==> config.mk <==
export PLATFORM = sky130hd
export DESIGN_NAME = srem_unit
export DESIGN_NICKNAME = d
export VERILOG_FILES = /design/src/rtl/srem_pkg.sv /design/src/rtl/srem_decode.sv /design/src/rtl/srem_classify.sv /design/src/rtl/srem_iter.sv /design/src/rtl/srem_ctrl.sv /design/src/rtl/srem_unit.sv
export SDC_FILE = /design/constraint.sdc
export NUM_CORES = 1
export LEC_CHECK = 0
export ABC_AREA = 1
export ABC_CLOCK_PERIOD_IN_PS = 5200
export CAP_MARGIN = 5
export CELL_PAD_IN_SITES_DETAIL_PLACEMENT = 0
export CELL_PAD_IN_SITES_GLOBAL_PLACEMENT = 2
export CORE_UTILIZATION = 37
export CTS_CLUSTER_SIZE = 30
export DETAILED_ROUTE_END_ITERATION = 6
export DONT_BUFFER_PORTS = 1
export GPL_TIMING_DRIVEN = 0
export HOLD_SLACK_MARGIN = 0.02
export PLACE_DENSITY = 0.95
export SYNTH_ARGS = -nofsm -noshare
export SYNTH_HDL_FRONTEND = slang
export SYNTH_SLANG_ARGS = --single-unit
==> constraint.sdc <==
create_clock -name clk -period 5.2 [get_ports clk]
set_input_delay 1.04 -clock clk [delete_from_list [all_inputs] [get_ports clk]]
set_output_delay 1.04 -clock clk [all_outputs]
set_load 0.05 [all_outputs]
==> src/rtl/srem_pkg.sv <==
package srem_pkg;

    typedef enum logic [2:0] {
        ST_IDLE  = 3'd0,
        ST_SETUP = 3'd1,
        ST_ITER  = 3'd2,
        ST_FIXUP = 3'd3,
        ST_DONE  = 3'd4
    } srem_state_t;

    localparam logic [6:0] OPC_REG_ARITH = 7'b0110011;
    localparam logic [2:0] F3_SIGNED_REM = 3'b110;
    localparam logic [6:0] F7_MULDIV     = 7'b0000001;

    typedef struct packed {
        logic [6:0] funct7;
        logic [4:0] src_b;
        logic [4:0] src_a;
        logic [2:0] funct3;
        logic [4:0] dest;
        logic [6:0] opcode;
    } rtype_word_t;

endpackage

==> src/rtl/srem_decode.sv <==
module srem_decode
    import srem_pkg::*;
(
    input  logic [31:0] instr,
    output logic        is_srem
);

    rtype_word_t fields;
    logic        unused_reg_fields;

    assign fields = rtype_word_t'(instr);

    // Register selectors play no part in the match.
    assign unused_reg_fields = ^{fields.src_b, fields.src_a, fields.dest};

    always_comb begin
        is_srem = (fields.opcode == OPC_REG_ARITH) &&
                  (fields.funct3 == F3_SIGNED_REM) &&
                  (fields.funct7 == F7_MULDIV);
    end

endmodule

==> src/rtl/srem_classify.sv <==
module srem_classify #(
    parameter int WIDTH = 32
) (
    input  logic [WIDTH-1:0] op_a,
    input  logic [WIDTH-1:0] op_b,
    output logic             div_zero,
    output logic             overflow,
    output logic             neg_a,
    output logic             neg_b,
    output logic [WIDTH-1:0] mag_a,
    output logic [WIDTH-1:0] mag_b
);

    localparam logic [WIDTH-1:0] MOST_NEG  = {1'b1, {(WIDTH-1){1'b0}}};
    localparam logic [WIDTH-1:0] MINUS_ONE = {WIDTH{1'b1}};
    localparam logic [WIDTH-1:0] ZERO      = '0;

    always_comb begin
        neg_a    = op_a[WIDTH-1];
        neg_b    = op_b[WIDTH-1];
        div_zero = (op_b == ZERO);
        overflow = (op_a == MOST_NEG) && (op_b == MINUS_ONE);
        // Magnitudes as unsigned; the most negative value maps to 2^(WIDTH-1).
        mag_a    = neg_a ? (ZERO - op_a) : op_a;
        mag_b    = neg_b ? (ZERO - op_b) : op_b;
    end

endmodule

==> src/rtl/srem_iter.sv <==
module srem_iter #(
    parameter int WIDTH = 32
) (
    input  logic             clk,
    input  logic             rst,
    input  logic             init,
    input  logic             step,
    input  logic [WIDTH-1:0] dvd_mag,
    input  logic [WIDTH-1:0] dvs_mag,
    output logic [WIDTH-1:0] part_rem,
    output logic [WIDTH-1:0] part_quo
);

    logic [WIDTH:0]   rem_acc_q;
    logic [WIDTH-1:0] quo_shift_q;
    logic [WIDTH:0]   shifted;
    logic [WIDTH:0]   trial;
    logic             fits;

    always_comb begin
        shifted = {rem_acc_q[WIDTH-1:0], quo_shift_q[WIDTH-1]};
        trial   = shifted - {1'b0, dvs_mag};
        fits    = ~trial[WIDTH];
    end

    always_ff @(posedge clk) begin
        if (rst) begin
            rem_acc_q   <= '0;
            quo_shift_q <= '0;
        end else if (init) begin
            rem_acc_q   <= '0;
            quo_shift_q <= dvd_mag;
        end else if (step) begin
            rem_acc_q   <= fits ? trial : shifted;
            quo_shift_q <= {quo_shift_q[WIDTH-2:0], fits};
        end
    end

    assign part_rem = rem_acc_q[WIDTH-1:0];
    assign part_quo = quo_shift_q;

    // Restoring invariant: the partial remainder stays below the divisor magnitude.
    AST_PARTIAL_BELOW_DIVISOR: assert property (@(posedge clk) disable iff (rst)
        (step || init) |=> (rem_acc_q < {1'b0, dvs_mag}) || (dvs_mag == '0));

endmodule

==> src/rtl/srem_ctrl.sv <==
module srem_ctrl
    import srem_pkg::*;
#(
    parameter int WIDTH = 32
) (
    input  logic        clk,
    input  logic        rst,
    input  logic        start_ok,
    input  logic        special,
    output srem_state_t state,
    output logic        busy,
    output logic        done,
    output logic        load_ops,
    output logic        init_iter,
    output logic        step,
    output logic        spec_en,
    output logic        fix_en
);

    localparam int              CW   = (WIDTH > 1) ? $clog2(WIDTH) : 1;
    localparam logic [CW-1:0]   LAST = CW'(WIDTH - 1);

    srem_state_t state_q;
    srem_state_t state_d;
    logic [CW-1:0] cnt_q;

    // State register.
    always_ff @(posedge clk) begin
        if (rst) state_q <= ST_IDLE;
        else     state_q <= state_d;
    end

    // Step counter for the iterative phase.
    always_ff @(posedge clk) begin
        if (rst)                    cnt_q <= '0;
        else if (state_q == ST_SETUP) cnt_q <= '0;
        else if (state_q == ST_ITER)  cnt_q <= cnt_q + CW'(1);
    end

    always_comb begin
        state_d = state_q;
        unique case (state_q)
            ST_IDLE:  if (start_ok) state_d = ST_SETUP;
            ST_SETUP: state_d = special ? ST_DONE : ST_ITER;
            ST_ITER:  if (cnt_q == LAST) state_d = ST_FIXUP;
            ST_FIXUP: state_d = ST_DONE;
            ST_DONE:  state_d = ST_IDLE;
            default:  state_d = ST_IDLE;
        endcase
    end

    // Output decode.
    always_comb begin
        busy      = 1'b0;
        done      = 1'b0;
        load_ops  = 1'b0;
        init_iter = 1'b0;
        step      = 1'b0;
        spec_en   = 1'b0;
        fix_en    = 1'b0;
        unique case (state_q)
            ST_IDLE:  load_ops = start_ok;
            ST_SETUP: begin
                busy      = 1'b1;
                init_iter = ~special;
                spec_en   = special;
            end
            ST_ITER:  begin
                busy = 1'b1;
                step = 1'b1;
            end
            ST_FIXUP: begin
                busy   = 1'b1;
                fix_en = 1'b1;
            end
            ST_DONE:  begin
                busy = 1'b1;
                done = 1'b1;
            end
            default:  ;
        endcase
    end

    assign state = state_q;

    AST_NO_RESTART: assert property (@(posedge clk) disable iff (rst)
        (state_q != ST_IDLE) |=> (state_q != ST_SETUP));
    AST_SPECIAL_FAST: assert property (@(posedge clk) disable iff (rst)
        (state_q == ST_SETUP && special) |=> (state_q == ST_DONE));
    AST_ITER_BOUND: assert property (@(posedge clk) disable iff (rst)
        (state_q == ST_ITER) |-> (cnt_q <= LAST));
    AST_RESET_IDLE: assert property (@(posedge clk)
        rst |=> (state_q == ST_IDLE));

endmodule

==> src/rtl/srem_unit.sv <==
module srem_unit
    import srem_pkg::*;
#(
    parameter int WIDTH = 32
) (
    input  logic             clk,
    input  logic             rst,
    input  logic             start,
    input  logic             check_instr,
    input  logic [31:0]      instr,
    input  logic [WIDTH-1:0] dividend,
    input  logic [WIDTH-1:0] divisor,
    output logic             busy,
    output logic             done,
    output logic [WIDTH-1:0] remainder,
    output logic [WIDTH-1:0] quotient
);

    localparam logic [WIDTH-1:0] ZERO = '0;

    srem_state_t      state;
    logic             is_srem;
    logic             start_ok;
    logic             load_ops, init_iter, step, spec_en, fix_en;
    logic [WIDTH-1:0] op_a_q, op_b_q;
    logic             div_zero, overflow, neg_a, neg_b;
    logic [WIDTH-1:0] mag_a, mag_b;
    logic [WIDTH-1:0] part_rem, part_quo;
    logic [WIDTH-1:0] rem_q, quo_q;

    srem_decode u_decode (
        .instr   (instr),
        .is_srem (is_srem)
    );

    assign start_ok = start && (!check_instr || is_srem);

    srem_ctrl #(.WIDTH(WIDTH)) u_ctrl (
        .clk       (clk),
        .rst       (rst),
        .start_ok  (start_ok),
        .special   (div_zero || overflow),
        .state     (state),
        .busy      (busy),
        .done      (done),
        .load_ops  (load_ops),
        .init_iter (init_iter),
        .step      (step),
        .spec_en   (spec_en),
        .fix_en    (fix_en)
    );

    // Operand capture; held for the whole operation.
    always_ff @(posedge clk) begin
        if (rst) begin
            op_a_q <= '0;
            op_b_q <= '0;
        end else if (load_ops) begin
            op_a_q <= dividend;
            op_b_q <= divisor;
        end
    end

    srem_classify #(.WIDTH(WIDTH)) u_classify (
        .op_a     (op_a_q),
        .op_b     (op_b_q),
        .div_zero (div_zero),
        .overflow (overflow),
        .neg_a    (neg_a),
        .neg_b    (neg_b),
        .mag_a    (mag_a),
        .mag_b    (mag_b)
    );

    srem_iter #(.WIDTH(WIDTH)) u_iter (
        .clk      (clk),
        .rst      (rst),
        .init     (init_iter),
        .step     (step),
        .dvd_mag  (mag_a),
        .dvs_mag  (mag_b),
        .part_rem (part_rem),
        .part_quo (part_quo)
    );

    // Result registers: written by the special path or the sign fixup only.
    always_ff @(posedge clk) begin
        if (rst) begin
            rem_q <= '0;
            quo_q <= '0;
        end else if (spec_en) begin
            if (div_zero) begin
                rem_q <= op_a_q;
                quo_q <= {WIDTH{1'b1}};
            end else begin
                rem_q <= '0;
                quo_q <= op_a_q;
            end
        end else if (fix_en) begin
            rem_q <= neg_a ? (ZERO - part_rem) : part_rem;
            quo_q <= (neg_a ^ neg_b) ? (ZERO - part_quo) : part_quo;
        end
    end

    assign remainder = rem_q;
    assign quotient  = quo_q;

    AST_DONE_PULSE: assert property (@(posedge clk) disable iff (rst)
        done |=> !done);
    AST_RESULT_HOLD: assert property (@(posedge clk) disable iff (rst)
        (state == ST_IDLE) |=> ($stable(remainder) && $stable(quotient)));
    AST_ZERO_DIV_ECHO: assert property (@(posedge clk) disable iff (rst)
        (done && div_zero) |-> (remainder == op_a_q));
    AST_NO_OVERFLOW: assert property (@(posedge clk) disable iff (rst)
        (done && overflow) |-> (remainder == ZERO));
    AST_SIGN_FOLLOWS_DIVIDEND: assert property (@(posedge clk) disable iff (rst)
        (done && remainder != ZERO) |-> (remainder[WIDTH-1] == op_a_q[WIDTH-1]));
    AST_DECODE_GATE: assert property (@(posedge clk) disable iff (rst)
        (state == ST_IDLE && start && check_instr && !is_srem) |=> (state == ST_IDLE));

endmodule

* Word-level counts from Yosys, hierarchy flattened
Index checks and enable logic that the tools add are counted.
Widths: inputs -> output; s select.
** Storage, ports and cells
- Register bits after elaboration :: 200
- Input port bits :: 100
- Logic and storage cells :: 68
** Cells by class
- Add/sub/neg operators :: 6
- Equality and inequality tests :: 12
- Multiplexer cells :: 24
- Bitwise logic cells :: 3
- Reduce and logical (&&, ||, !) cells :: 15
** Operators by type and width (number)
- $mux 32 :: 13
- $sub 1x32->32 const A :: 4
- $eq 32x32->1 const B :: 2
- $sub 33x32->33 :: 1
- $logic_not 32->1 :: 1
- $pmux 3 s4 :: 1
- $mux 3 :: 3
- $eq 7x1->1 const B :: 1
- $eq 7x6->1 const B :: 1
- $mux 1 :: 7
- $eq 3x2->1 const B :: 2
- $eq 3x3->1 const B :: 2
- $add 5x1->5 const B :: 1
- $eq 5x5->1 const B :: 1
- $logic_and 1x1->1 :: 4
- $reduce_bool 2->1 :: 2
- $reduce_or 2->1 :: 2
- $reduce_or 4->1 :: 1
- $eq 3x1->1 const B :: 1
- $logic_not 3->1 :: 1
- $logic_or 1x1->1 :: 2
- $ne 2x1->1 const B :: 1
- $ne 2x2->1 const B :: 1
- $not 1->1 :: 2
- 3 further kinds :: 3

* Logic depth before layout (Yosys ltp)
Gate-level depths: netlist of run 1.
- Depth after elaboration :: 7
- Gate-level depth with buffers :: 29
- Depth with buffers taken out :: 27

* Modules after synthesis
A second synthesis of run 1 with hierarchy kept.
** Second synthesis, totals
- Cells, all modules :: 2690
- Area, all modules :: 15389.8 um2
** By module, submodules not included
- srem_unit :: times used 1, cells an instance 1073, area an instance 6837.8 um2
- srem_iter :: times used 1, cells an instance 1056, area an instance 5836.8 um2
- srem_classify :: times used 1, cells an instance 480, area an instance 2188.3 um2
- srem_ctrl :: times used 1, cells an instance 58, area an instance 436.7 um2
- srem_decode :: times used 1, cells an instance 23, area an instance 90.1 um2

* Least setup slack after synthesis of run 1
No wires, ideal clock.
- Path type :: register -> register
- Start :: register op_b_q[1]
- End :: register u_iter.rem_acc_q[3]
- Setup time :: 0.109 ns
- Arrival time :: 3.218 ns
- Slack :: 1.873 ns
- Cell stages (with the launch flop) :: 30
- Buffers on the path :: 2
- Path through :: dfxtp_1 -> inv_1 -> ha_1 -> nand3_1 -> nor2_2 -> nand3_1 -> nor2_2 -> nand3_2 -> nand2_1 -> o21ai_0 -> a21oi_1 -> xor2_1 -> inv_1 -> ha_1 -> nand2_1 -> inv_1 -> nand2_1 -> nand2_1 -> nand2_1 -> nand2_1 -> a21oi_1 -> nand2_1 -> nand2_1 -> nand2_1 -> buf_6 -> buf_4 -> nand2_1 -> o211ai_1 -> nand2_1 -> inv_1
** On the way
- Longest elaborated chain between the ends :: 6
- Elaborated cells between the ends (all ways) :: 11
** RTL lines
- start, declared :: RTL line srem_unit.sv:25 : logic [WIDTH-1:0] op_a_q, op_b_q;
- start signal, assigned :: RTL line srem_unit.sv:60 : op_b_q <= divisor;
- branches (longest 6 deep; another with $sub 33x32->33)
- end signal, assigned :: RTL line srem_iter.sv:34 : rem_acc_q <= fits ? trial : shifted;
- end, declared :: RTL line srem_iter.sv:14 : logic [WIDTH:0] rem_acc_q;
Several ways; the timed one is not identified.
A chain may end at the register's enable or synchronous reset.

* Worst setup path in the final report of run 1
- Start :: register op_b_q[0]
- End :: register u_iter.rem_acc_q[7]
Same word-level chain as after synthesis.

==> results of run 1 <==
-- worst paths after layout --
kind,end,slack [ns]
worst max register to register,u_iter.rem_acc_q[7],0.65
worst min register to register,u_ctrl.cnt_q[4],0.48
worst max-delay path,u_iter.rem_acc_q[7],0.65
worst min-delay path,u_ctrl.cnt_q[4],0.48
-- logic make-up after synthesis --
group,Yosys count,share of synthesized area (%)
flops,200,26.76
buf+inv,443,11.91
xor+xnor,105,6.145
simple gates,1453,39.96
compound gates,330,11.84
fa+ha+maj,40,3.395
-- routing by layer --
layer	track usage [%]	wire, µm	vias to the layer above
li1	-	-	8081
met1	41.56	28780	7351
met2	43.33	25000	640
met3	9.181	5986	54
met4	6.391	1002	2
met5	0	19	-
-- layout make-up --
cell class	count	area (µm²)	share of cell area, %
Timing Repair Buffer	2	15.01	0.09247
Multi-Input combinational cell	1928	9184	56.56
Tap cell	525	656.9	4.046
Clock buffer	19	452.9	2.790
Inverter	349	1310	8.068
Clock inverter	12	137.6	0.8477
Sequential cell	200	4004	24.66
Buffer	94	471.7	2.905
Antenna cell	2	5.005	0.03082
-- cells in the mapped netlist (all sizes together), types with 6 or more instances --
master,n,area (µm²)
ha,39,488.0
or2,7,43.80
nor2,437,1678
inv,349,1310
nand4,44,275.3
xor2,99,867.1
xnor2,6,52.55
clkbuf,52,195.2
o211ai,19,142.6
a21oi,155,813.3
dfxtp,200,4004
o21ai,141,709.4
buf,42,276.5
nor4,11,68.82
nand3,132,683.2
and2,7,43.79
nand2,767,2912
nor3,44,246.5
-- registers in the layout, summed over array words and instances, names as in the netlist --
signal,cells
op_a_q,32
op_b_q,32
quotient,32
remainder,32
u_ctrl.cnt_q,5
u_ctrl.state,3
u_iter.part_quo,32
u_iter.rem_acc_q,32
-- power breakdown --
part	switching [µW]	total (µW)	leakage, µW	internal [µW]
registers	336	2030	0.00163	1690
logic	2820	3970	0.00618	1160
clock network	674	1410	0.000280	739
-- critical path, cell delays in order, from the launching register on --
cell and delay [ns]:
sky130_fd_sc_hd__dfxtp_1 0.37, sky130_fd_sc_hd__inv_1 0.13, sky130_fd_sc_hd__ha_1 0.18, sky130_fd_sc_hd__nand3_1 0.12, sky130_fd_sc_hd__nor2_2 0.18, sky130_fd_sc_hd__nand3_1 0.16, sky130_fd_sc_hd__nor2_2 0.15, sky130_fd_sc_hd__nand3_2 0.12
sky130_fd_sc_hd__nor2_4 0.19, sky130_fd_sc_hd__inv_1 0.09, sky130_fd_sc_hd__o21ai_1 0.22, sky130_fd_sc_hd__xor2_1 0.52, sky130_fd_sc_hd__ha_1 0.41, sky130_fd_sc_hd__nand2_1 0.17, sky130_fd_sc_hd__nor2_1 0.08, sky130_fd_sc_hd__nand2_1 0.08
sky130_fd_sc_hd__inv_1 0.04, sky130_fd_sc_hd__a21oi_1 0.26, sky130_fd_sc_hd__nand3_1 0.11, sky130_fd_sc_hd__nand2_1 0.32, sky130_fd_sc_hd__buf_4 0.27, sky130_fd_sc_hd__o21ai_0 0.10, sky130_fd_sc_hd__o21ai_1 0.15, sky130_fd_sc_hd__inv_1 0.05
-- stage by stage --
stage / cell area [µm²] / total power [µW] / util (%) / worst slack [ns] / hold slack (ns)
floorplan: 14960 / 4739 / - / 1.873 / 0.4453
global placement: 15620 / 5931 / 39.23 / 0.7683 / 0.4548
detailed placement: 15640 / 5945 / 39.28 / 0.7011 / 0.4698
CTS: 16230 / 7359 / 40.76 / 0.6761 / 0.4771
global route: 16230 / 7973 / 40.77 / 0.1893 / 0.4971
finish: 16240 / 7418 / 40.77 / 0.6479 / 0.4805
==> metrics.txt, run 1 <==
status=complete, no violations; launching instance or port of the critical path=op_b_q[0]; number of buffers created by CTS=17; highest net fanout along the worst path=10; die height=203.1 µm; die outline width=a little over 200 µm; overall track demand over capacity in global routing=around 29%; worst setup path class=flop to flop; slew at the pin closest to its max-slew limit=around 0.82 ns; final critical delay including setup and external delays=4.552 ns; routability congestion estimate=roughly 1; detailed-route DRC error count=0; data required time of the worst path=between 5 and 6 ns; average via count per standard cell=5.151; most frequent standard cell in the layout excluding fill and tap cells=sky130_fd_sc_hd__nand2_1; reported leakage power=between 0.008 and 0.009 µW; post-DP HPWL=slightly above 50000 µm; H-tree lvl count=4; total standard cell area after synthesis=roughly 15000 µm²; leading cell types in the layout, fill and taps excluded=sky130_fd_sc_hd__nand2_1 (760), sky130_fd_sc_hd__nor2_1 (428), sky130_fd_sc_hd__inv_1 (335), sky130_fd_sc_hd__dfxtp_1 (200), sky130_fd_sc_hd__a21oi_1 (145); max-cap violations=0; FILL cells=~4600; CTS tree=done; type of the most critical hold path=flop to flop; worst supply voltage drop on vdd=around 0.24 mV; part of the cycle the worst path needs=87.54%; total of flip-flops plus latches after synthesis=200; buffers added on ports=0; Synth cell types=45; most frequently used flop master after synthesis=sky130_fd_sc_hd__dfxtp_1; global-route wire length before repair=about 90000 µm; initial standard-cell utilization of the core=between 30 and 40%; proportion of layout cells with a drive suffix above 1=around 4.7%; Avg Inst Size Synth=about 5.8 µm²; antenna violations before repair=2; placed cells=3098; DR WL/cell=between 15 and 20 µm; final-report hold violation count=0; r2r worst-path depth=23; Slew Viols, Final=0; startpoint class of the critical path=flop; Gate Count Post-Synth=around 2600; number of hold buffers added after cts=0; Core Region=around 40000 µm²; CTS Buffer Depth=2; CTS Root Buffer Type=sky130_fd_sc_hd__clkbuf_16; net count after synthesis=2711; count of boundary I/O pins=around 170; clk slew on worst S/H paths=~0.090 ns; largest net degree at the start of global routing=18; final-stage net count=around 2700; Overflow after GRT=0; share of synthesized flip-flops with an asynchronous set or reset=0%; sum of routed wire length over all layers=around 61000 µm; Pre-antenna DRT Iters=6; residual antenna-violating net count after detailed routing=0; vias in the first global route=roughly 15000; startpoint of the worst-slack reg-to-reg timing path=op_b_q[0]; iteration-0 DRC count of the detailed router=1500; unrepaired setup endpoints after global routing=no; number of enable flip-flop cells after synthesis=0; Arr. time, crit path=around 4.9 ns; Die Outline Area=slightly above 40000 µm²; setup_tns=0 ns; hold wc startpoint=u_ctrl.cnt_q[4]; power density over the cells=456.9 nW/µm²; vias post-DR=around 16000; Final Setup Violations=0; Synth-to-Final Area Change=8.503%; relative slew slack=45.62%; Skew-Pair Late Insertion Delay=0.47 ns; non-filler instance count after layout=~3100; type of destination of the critical path=flop; Synthesis Warnings=0; share of synthesized area occupied by flip-flops and latches=between 20% and 30%; CTS resizes=0; WHS Path Cells=2; post-CTS setup buffers=0; Post-Route Skew=roughly 0.019 ns; total number of clock tree sinks=200; number of standard-cell rows in the floorplan=73; maximum clock frequency=roughly 0.22 GHz
Power figures use the tool's default switching activity.
==> inputs of run 2 (changes only) <==
--- a/config.mk
+++ b/config.mk
@@ -7,7 +7,6 @@
 export LEC_CHECK = 0
 export ABC_AREA = 1
 export ABC_CLOCK_PERIOD_IN_PS = 5200
-export CAP_MARGIN = 5
 export CELL_PAD_IN_SITES_DETAIL_PLACEMENT = 0
 export CELL_PAD_IN_SITES_GLOBAL_PLACEMENT = 2
 export CORE_UTILIZATION = 37
@@ -16,6 +15,7 @@
 export DONT_BUFFER_PORTS = 1
 export GPL_TIMING_DRIVEN = 0
 export HOLD_SLACK_MARGIN = 0.02
+export MAX_ROUTING_LAYER = met4
 export PLACE_DENSITY = 0.95
 export SYNTH_ARGS = -nofsm -noshare
 export SYNTH_HDL_FRONTEND = slang
==> run 2 against run 1 <==
- final cell count about the same
- global-route usage up 0.98 points
- maximum frequency is 0.46% lower
- design area is essentially flat
- non-clock buffer count unchanged
- highest routed layer is now met4
==> metrics.txt, run 2 (synthesis results as in run 1) <==
unrepaired setup endpoints after global routing=no (unchanged); Post-Route Skew=0.01737 ns (was 0.01869 ns); number of standard-cell rows in the floorplan=73 (unchanged); Die Outline Area=41250 µm² (unchanged); Pre-antenna DRT Iters=5 (was 6); average via count per standard cell=5.195 (was 5.151); clk slew on worst S/H paths=0.08 ns (was 0.09 ns); part of the cycle the worst path needs=87.94% (was 87.54%); post-layout util=40.75% (was 40.77%); CTS Buffer Depth=2 (unchanged); Post-Place Cell Area=15640 µm² (unchanged); overall track demand over capacity in global routing=30.42% (was 29.43%); launching instance or port of the critical path=op_b_q[0] (unchanged); Hold Slack=0.4743 ns (was 0.4805 ns); total number of clock tree sinks=200 (unchanged); slew at the pin closest to its max-slew limit=0.8200 ns (was 0.8157 ns); H-tree lvl count=4 (unchanged); CTS Root Buffer Type=sky130_fd_sc_hd__clkbuf_16 (unchanged); vias in the first global route=15260 (was 15143); DR WL/cell=19.42 µm (was 19.41 µm); post-CTS setup buffers=0 (unchanged); cell area after layout=16230 µm² (was 16240 µm²); worst supply voltage drop on vdd=0.2154 mV (was 0.2372 mV); final-report hold violation count=0 (unchanged); startpoint of the worst-slack reg-to-reg timing path=op_b_q[0] (unchanged); met1 capacity usage during global routing=43.10% (was 41.56%); Arr. time, crit path=4.94 ns (was 4.92 ns); leading cell types in the layout, fill and taps excluded=sky130_fd_sc_hd__nand2_1 (760), sky130_fd_sc_hd__nor2_1 (428), sky130_fd_sc_hd__inv_1 (335), sky130_fd_sc_hd__dfxtp_1 (200), sky130_fd_sc_hd__a21oi_1 (145) (unchanged); proportion of layout cells with a drive suffix above 1=4.722% (was 4.724%); number of buffers created by CTS=17 (unchanged); Synth-to-Final Area Change=8.453% (was 8.503%); startpoint class of the critical path=flop (unchanged); type of destination of the critical path=flop (unchanged); hold wc startpoint=u_ctrl.cnt_q[4] (unchanged); reported leakage power=0.008088 µW (was 0.008091 µW); Skew-Pair Late Insertion Delay=0.47 ns (about the same); Most Used Layer, Global Route=met1 (was met2); Slew Viols, Final=0 (unchanged); most frequent standard cell in the layout excluding fill and tap cells=sky130_fd_sc_hd__nand2_1 (unchanged); final critical delay including setup and external delays=4.573 ns (was 4.552 ns); Core Region=39820 µm² (unchanged); type of the most critical hold path=flop to flop (unchanged); initial standard-cell utilization of the core=37.58% (unchanged); residual antenna-violating net count after detailed routing=0 (unchanged); CTS resizes=0 (unchanged); data required time of the worst path=5.56 ns (was 5.57 ns); count of boundary I/O pins=166 (unchanged); die height=203.1 µm (unchanged); CTS tree=done (unchanged); worst setup path class=flop to flop (unchanged); power density over the cells=456.4 nW/µm² (was 456.9 nW/µm²); met2 GRT Util=42.84% (was 43.33%); sum of routed wire length over all layers=60820 µm (was 60790 µm); setup_tns=0 ns (unchanged); highest net fanout along the worst path=10 (unchanged); Overflow after GRT=0 (unchanged); largest net degree at the start of global routing=18 (unchanged); relative slew slack=45.33% (was 45.62%); global-route wire length before repair=91520 µm (was 91000 µm); placed cells=3098 (unchanged); routability congestion estimate=1.016 (was 0.9921); vias post-DR=16272 (was 16128); global-route met3 utilization=6.838% (was 9.181%); max-cap violations=0 (unchanged); number of hold buffers added after cts=0 (unchanged); final-stage net count=2732 (unchanged); die outline width=203.1 µm (unchanged); buffers added on ports=0 (unchanged); detailed-route DRC error count=0 (unchanged); iteration-0 DRC count of the detailed router=1509 (was 1500); post-DP HPWL=50400 µm (was 50420 µm); maximum clock frequency=0.2187 GHz (was 0.2197 GHz); non-filler instance count after layout=3132 (was 3131); antenna violations before repair=2 (unchanged); Final Setup Violations=0 (unchanged); status=complete, no violations (unchanged)
## run 2: changes by cell type in the layout (fill, tap and decap cells not counted), sizes merged
cell and change:
bufinv -1, clkbuf +2
## run 2: power by group
group	switching, µW	internal, µW	leakage (µW)
logic	2830	1160	0.00618
clock network	676	710	0.000277
registers	339	1690	0.00163
## run 2: layout make-up
type,count,area (µm²)
fill,4560,23590
multi-input combinational,1928,9184
sequential,200,4004
inverter,349,1310
tap,525,656.9
buffer,94,471.7
clock buffer,21,470.5
clock inverter,11,112.6
timing repair buffer,2,15.01
antenna,2,5.005
## run 2: final timing paths
kind | to | slack [ns] | cells past startpoint
setup / recovery | u_iter.rem_acc_q[7] | 0.63 | 23
hold / removal | u_ctrl.cnt_q[4] | 0.47 | 2
setup reg to reg | u_iter.rem_acc_q[7] | 0.63 | 23
hold reg to reg | u_ctrl.cnt_q[4] | 0.47 | 2
## run 2: stage by stage
| stage | power, µW | setup slack, ns |
|---|---|---|
| detailed placement | 5955 | 0.7172 |
| CTS | 7344 | 0.7021 |
| global route | 7968 | 0.3172 |
| finish | 7407 | 0.6269 |
| global placement | 5947 | 0.8120 |
| floorplan | 4739 | 1.873 |
## run 2: metal layers
metal	up-vias	share of wire [%]	wire, µm
li1	8095	-	-
met1	7454	48	29370
met2	661	41	24880
met3	62	8.8	5374
met4	0	2.0	1187
met5	-	0	0
## run 2: worst max-delay path, cell delays in order, from the launching register on
cell	delay, ns
sky130_fd_sc_hd__dfxtp_1	0.37
sky130_fd_sc_hd__inv_1	0.13
sky130_fd_sc_hd__ha_1	0.18
sky130_fd_sc_hd__nand3_1	0.16
sky130_fd_sc_hd__nor2_2	0.18
sky130_fd_sc_hd__nand3_1	0.15
sky130_fd_sc_hd__nor2_2	0.15
sky130_fd_sc_hd__nand3_2	0.13
sky130_fd_sc_hd__nor2_4	0.19
sky130_fd_sc_hd__inv_1	0.09
sky130_fd_sc_hd__o21ai_1	0.23
sky130_fd_sc_hd__xor2_1	0.48
sky130_fd_sc_hd__ha_1	0.40
sky130_fd_sc_hd__nand2_1	0.16
sky130_fd_sc_hd__nor2_1	0.08
sky130_fd_sc_hd__nand2_1	0.08
sky130_fd_sc_hd__inv_1	0.04
sky130_fd_sc_hd__a21oi_1	0.24
sky130_fd_sc_hd__nand3_1	0.11
sky130_fd_sc_hd__nand2_1	0.34
sky130_fd_sc_hd__buf_4	0.27
sky130_fd_sc_hd__o21ai_0	0.10
sky130_fd_sc_hd__o21ai_1	0.15
sky130_fd_sc_hd__inv_1	0.04
==> inputs of run 3 (changes only) <==
--- a/config.mk
+++ b/config.mk
@@ -9,7 +9,7 @@
 export ABC_CLOCK_PERIOD_IN_PS = 5200
 export CELL_PAD_IN_SITES_DETAIL_PLACEMENT = 0
 export CELL_PAD_IN_SITES_GLOBAL_PLACEMENT = 2
-export CORE_UTILIZATION = 37
+export CORE_UTILIZATION = 36
 export CTS_CLUSTER_SIZE = 30
 export DETAILED_ROUTE_END_ITERATION = 6
 export DONT_BUFFER_PORTS = 1
@@ -19,4 +19,5 @@
 export PLACE_DENSITY = 0.95
 export SYNTH_ARGS = -nofsm -noshare
 export SYNTH_HDL_FRONTEND = slang
+export SYNTH_HIERARCHICAL = 1
 export SYNTH_SLANG_ARGS = --single-unit
==> run 3 against run 2 <==
- flip-flop and latch count is the same
- area after synthesis grew 2.8%
- critical path depth shrank 6
- die area grew 5.6%
- utilization shrank 1.0 points
- via count grew 3.2%
- non-clock buffer count grew 6
- design area grew 2.9%
- worst setup slack gained 0.55 ns
- critical path type unchanged
- largest power group unchanged
==> metrics.txt, run 3 <==
Gate Count Post-Synth=2690 (was 2571); number of standard-cell rows in the floorplan=75 (was 73); post-CTS setup buffers=0 (unchanged); type of the most critical hold path=flop to flop (unchanged); data required time of the worst path=5.64 ns (was 5.56 ns); number of hold buffers added after cts=0 (unchanged); power density over the cells=358.0 nW/µm² (was 456.4 nW/µm²); Overflow after GRT=0 (unchanged); final-stage net count=2849 (was 2732); vias in the first global route=15657 (was 15260); largest net degree at the start of global routing=24 (was 18); final critical delay including setup and external delays=4.019 ns (was 4.573 ns); highest net fanout along the worst path=10 (unchanged); post-DP HPWL=49490 µm (was 50400 µm); number of enable flip-flop cells after synthesis=0 (unchanged); final-report hold violation count=0 (unchanged); count of boundary I/O pins=166 (unchanged); total standard cell area after synthesis=15390 µm² (was 14960 µm²); global-route wire length before repair=92100 µm (was 91520 µm); sum of routed wire length over all layers=60590 µm (was 60820 µm); H-tree lvl count=4 (unchanged); CTS Buffer Depth=2 (unchanged); average via count per standard cell=5.146 (was 5.195); Avg Inst Size Synth=5.721 µm² (was 5.820 µm²); Net Sw Frac=48.54% (was 51.92%); type of destination of the critical path=flop (unchanged); total of flip-flops plus latches after synthesis=200 (unchanged); reported leakage power=0.008498 µW (was 0.008088 µW); worst supply voltage drop on vdd=0.3108 mV (was 0.2154 mV); net count after synthesis=2830 (was 2711); relative slew slack=24.25% (was 45.33%); FILL cells=4683 (was 4560); iteration-0 DRC count of the detailed router=1484 (was 1509); unrepaired setup endpoints after global routing=no (unchanged); routability congestion estimate=0.9545 (was 1.016); power dissipated by switching net loads=2902 µW (was 3846 µW); post-layout util=39.72% (was 40.75%); setup_tns=0 ns (unchanged); buffers added on ports=0 (unchanged); initial standard-cell utilization of the core=36.61% (was 37.58%); Synthesis Warnings=6 (was 0); Core Region=42040 µm² (was 39820 µm²); part of the cycle the worst path needs=77.29% (was 87.94%); leading cell types in the layout, fill and taps excluded=sky130_fd_sc_hd__nand2_1 (831), sky130_fd_sc_hd__inv_1 (388), sky130_fd_sc_hd__nor2_1 (354), sky130_fd_sc_hd__dfxtp_1 (200), sky130_fd_sc_hd__o21ai_0 (184) (was sky130_fd_sc_hd__nand2_1 (760), sky130_fd_sc_hd__nor2_1 (428), sky130_fd_sc_hd__inv_1 (335), sky130_fd_sc_hd__dfxtp_1 (200), sky130_fd_sc_hd__a21oi_1 (145)); CTS Root Buffer Type=sky130_fd_sc_hd__clkbuf_16 (unchanged); die outline width=208.8 µm (was 203.1 µm); leading cell type by number of instances after synthesis=sky130_fd_sc_hd__nand2_1 (unchanged); slew at the pin closest to its max-slew limit=1.132 ns (was 0.8200 ns); synth cell count leaders=sky130_fd_sc_hd__nand2_1 (831), sky130_fd_sc_hd__inv_1 (388), sky130_fd_sc_hd__nor2_1 (354), sky130_fd_sc_hd__dfxtp_1 (200), sky130_fd_sc_hd__o21ai_0 (184) (was sky130_fd_sc_hd__nand2_1 (760), sky130_fd_sc_hd__nor2_1 (428), sky130_fd_sc_hd__inv_1 (335), sky130_fd_sc_hd__dfxtp_1 (200), sky130_fd_sc_hd__a21oi_1 (145)); portion of synthesized cell area occupied by the leading cell type=26.02% (was 26.76%); proportion of layout cells with a drive suffix above 1=5.437% (was 4.722%); status=complete, no violations (unchanged); share of synthesized flip-flops with an asynchronous set or reset=0% (unchanged); number of buffers created by CTS=17 (unchanged); Synth area leader=sky130_fd_sc_hd__dfxtp_1 (unchanged); max-cap violations=0 (unchanged); maximum clock frequency=0.2488 GHz (was 0.2187 GHz); worst setup path class=flop to flop (unchanged); Synth cell types=46 (was 45); residual antenna-violating net count after detailed routing=0 (unchanged); share of synthesized area occupied by flip-flops and latches=26.02% (was 26.76%); detailed-route DRC error count=0 (unchanged); cell types occupying the most area after synthesis=sky130_fd_sc_hd__dfxtp_1 (26%), sky130_fd_sc_hd__nand2_1 (20%), sky130_fd_sc_hd__inv_1 (9.5%), sky130_fd_sc_hd__nor2_1 (8.6%), sky130_fd_sc_hd__o21ai_0 (6.0%) (was sky130_fd_sc_hd__dfxtp_1 (27%), sky130_fd_sc_hd__nand2_1 (19%), sky130_fd_sc_hd__nor2_1 (11%), sky130_fd_sc_hd__inv_1 (8.4%), sky130_fd_sc_hd__xor2_1 (5.8%)); Pre-antenna DRT Iters=5 (unchanged); clk slew on worst S/H paths=0.09 ns (was 0.08 ns); total number of clock tree sinks=200 (unchanged); die height=208.8 µm (was 203.1 µm); CTS resizes=0 (unchanged); vias post-DR=16786 (was 16272); startpoint class of the critical path=flop (unchanged); most frequently used flop master after synthesis=sky130_fd_sc_hd__dfxtp_1 (unchanged); overall track demand over capacity in global routing=28.93% (was 30.42%); CTS tree=done (unchanged); Die Outline Area=43580 µm² (was 41250 µm²); Slew Viols, Final=0 (unchanged); DR WL/cell=18.57 µm (was 19.42 µm); Synth-to-Final Area Change=8.504% (was 8.453%); Post-Route Skew=0.02252 ns (was 0.01737 ns); Arr. time, crit path=4.46 ns (was 4.94 ns); combinational share of power=41.4% (was 53.8%); antenna violations before repair=1 (was 2); Skew-Pair Late Insertion Delay=0.50 ns (was 0.47 ns); Final Setup Violations=0 (unchanged); most frequent standard cell in the layout excluding fill and tap cells=sky130_fd_sc_hd__nand2_1 (unchanged); clock network fraction of design power=24.2% (was 18.7%); internal power contribution=3076 µW (was 3561 µW); sequential fraction of design power=34.5% (was 27.5%)
-- run 3: power by group through the flow --
stage | registers [µW] | clock network (µW) | logic (µW)
after detailed placement | 2090 | 0 | 2430
after global routing | 2070 | 1550 | 2780
after floorplan | 1930 | 0 | 1810
after CTS | 2050 | 1480 | 2440
after global placement | 2080 | 0 | 2420
final | 2060 | 1440 | 2470
-- run 3: through the flow --
step | hold WS (ns) | cell area (µm²) | total power (µW) | cells | setup WS (ns)
after global routing | 0.5026 | 16700 | 6398 | 3262 | 0.7911
after CTS | 0.4782 | 16700 | 5974 | 3261 | 1.125
after global placement | 0.4561 | 16060 | 4505 | 3229 | 1.208
final | 0.4755 | 16700 | 5978 | 3262 | 1.181
after floorplan | 0.4483 | 15390 | 3741 | 2690 | 2.419
after detailed placement | 0.4666 | 16070 | 4514 | 3229 | 1.170
-- run 3: final timing paths --
| path | slack, ns | depth (start not counted) | from | endpoint |
|---|---|---|---|---|
| max reg2reg | 1.18 | 17 | op_b_q[0] | u_iter/part_quo[6] |
| max | 1.18 | 17 | op_b_q[0] | u_iter/part_quo[6] |
| min | 0.48 | 2 | u_ctrl/cnt_q[4] | u_ctrl/cnt_q[4] |
| min reg2reg | 0.48 | 2 | u_ctrl/cnt_q[4] | u_ctrl/cnt_q[4] |
-- run 3: per-layer routing --
layer,vias up,global-route usage (%),part of all wire (%)
met5,-,-,0
li1,8486,-,-
met3,69,7.529,8.4
met4,0,8.114,2.3
met2,573,40.78,40
met1,7658,40.19,49
-- run 3: final cells by class --
type                    count  area, µm²  share of cell area, %
plain buffers             102      496.7                  2.975
diodes                      1      2.502                0.01499
well taps                 539      674.4                  4.039
inverters                 400       1504                  9.006
multi-input cells        1988       9390                  56.23
clock inverters            15      201.4                  1.206
flip-flops and latches    200       4004                  23.98
clock buffers              17      425.4                  2.548
-- run 3: critical path, stage by stage, from the launching register on --
cell and delay, ns:
sky130_fd_sc_hd__dfxtp_1 0.36, sky130_fd_sc_hd__inv_1 0.09, sky130_fd_sc_hd__ha_1 0.17, sky130_fd_sc_hd__nand2_1 0.10, sky130_fd_sc_hd__nor2_2 0.19, sky130_fd_sc_hd__nand3_1 0.16
sky130_fd_sc_hd__nor3_1 0.57, sky130_fd_sc_hd__or2_2 0.22, sky130_fd_sc_hd__inv_1 0.05, sky130_fd_sc_hd__nand4_1 0.11, sky130_fd_sc_hd__inv_1 0.05, sky130_fd_sc_hd__clkbuf_1 0.20
sky130_fd_sc_hd__nor2_1 0.53, sky130_fd_sc_hd__clkinv_1 0.43, sky130_fd_sc_hd__clkbuf_1 0.35, sky130_fd_sc_hd__o211ai_1 0.25, sky130_fd_sc_hd__nand2_1 0.07, sky130_fd_sc_hd__inv_1 0.06
-- run 3: kinds of logic (layout without fill, tap and decap cells) --
| group | count (synthesis) | in the layout | share of synthesized area (%) |
|---|---|---|---|
| AND/OR/NAND/NOR | 1490 | 1490 | 40.51 |
| buffers and inverters | 502 | 534 | 13.00 |
| AO/OA/AOI/OAI | 413 | 413 | 14.61 |
| flip-flops | 200 | 200 | 26.02 |
| XOR/XNOR | 45 | 45 | 2.561 |
| adder cells (fa/ha/maj) | 40 | 40 | 3.301 |
| other | 0 | 1 | 0 |
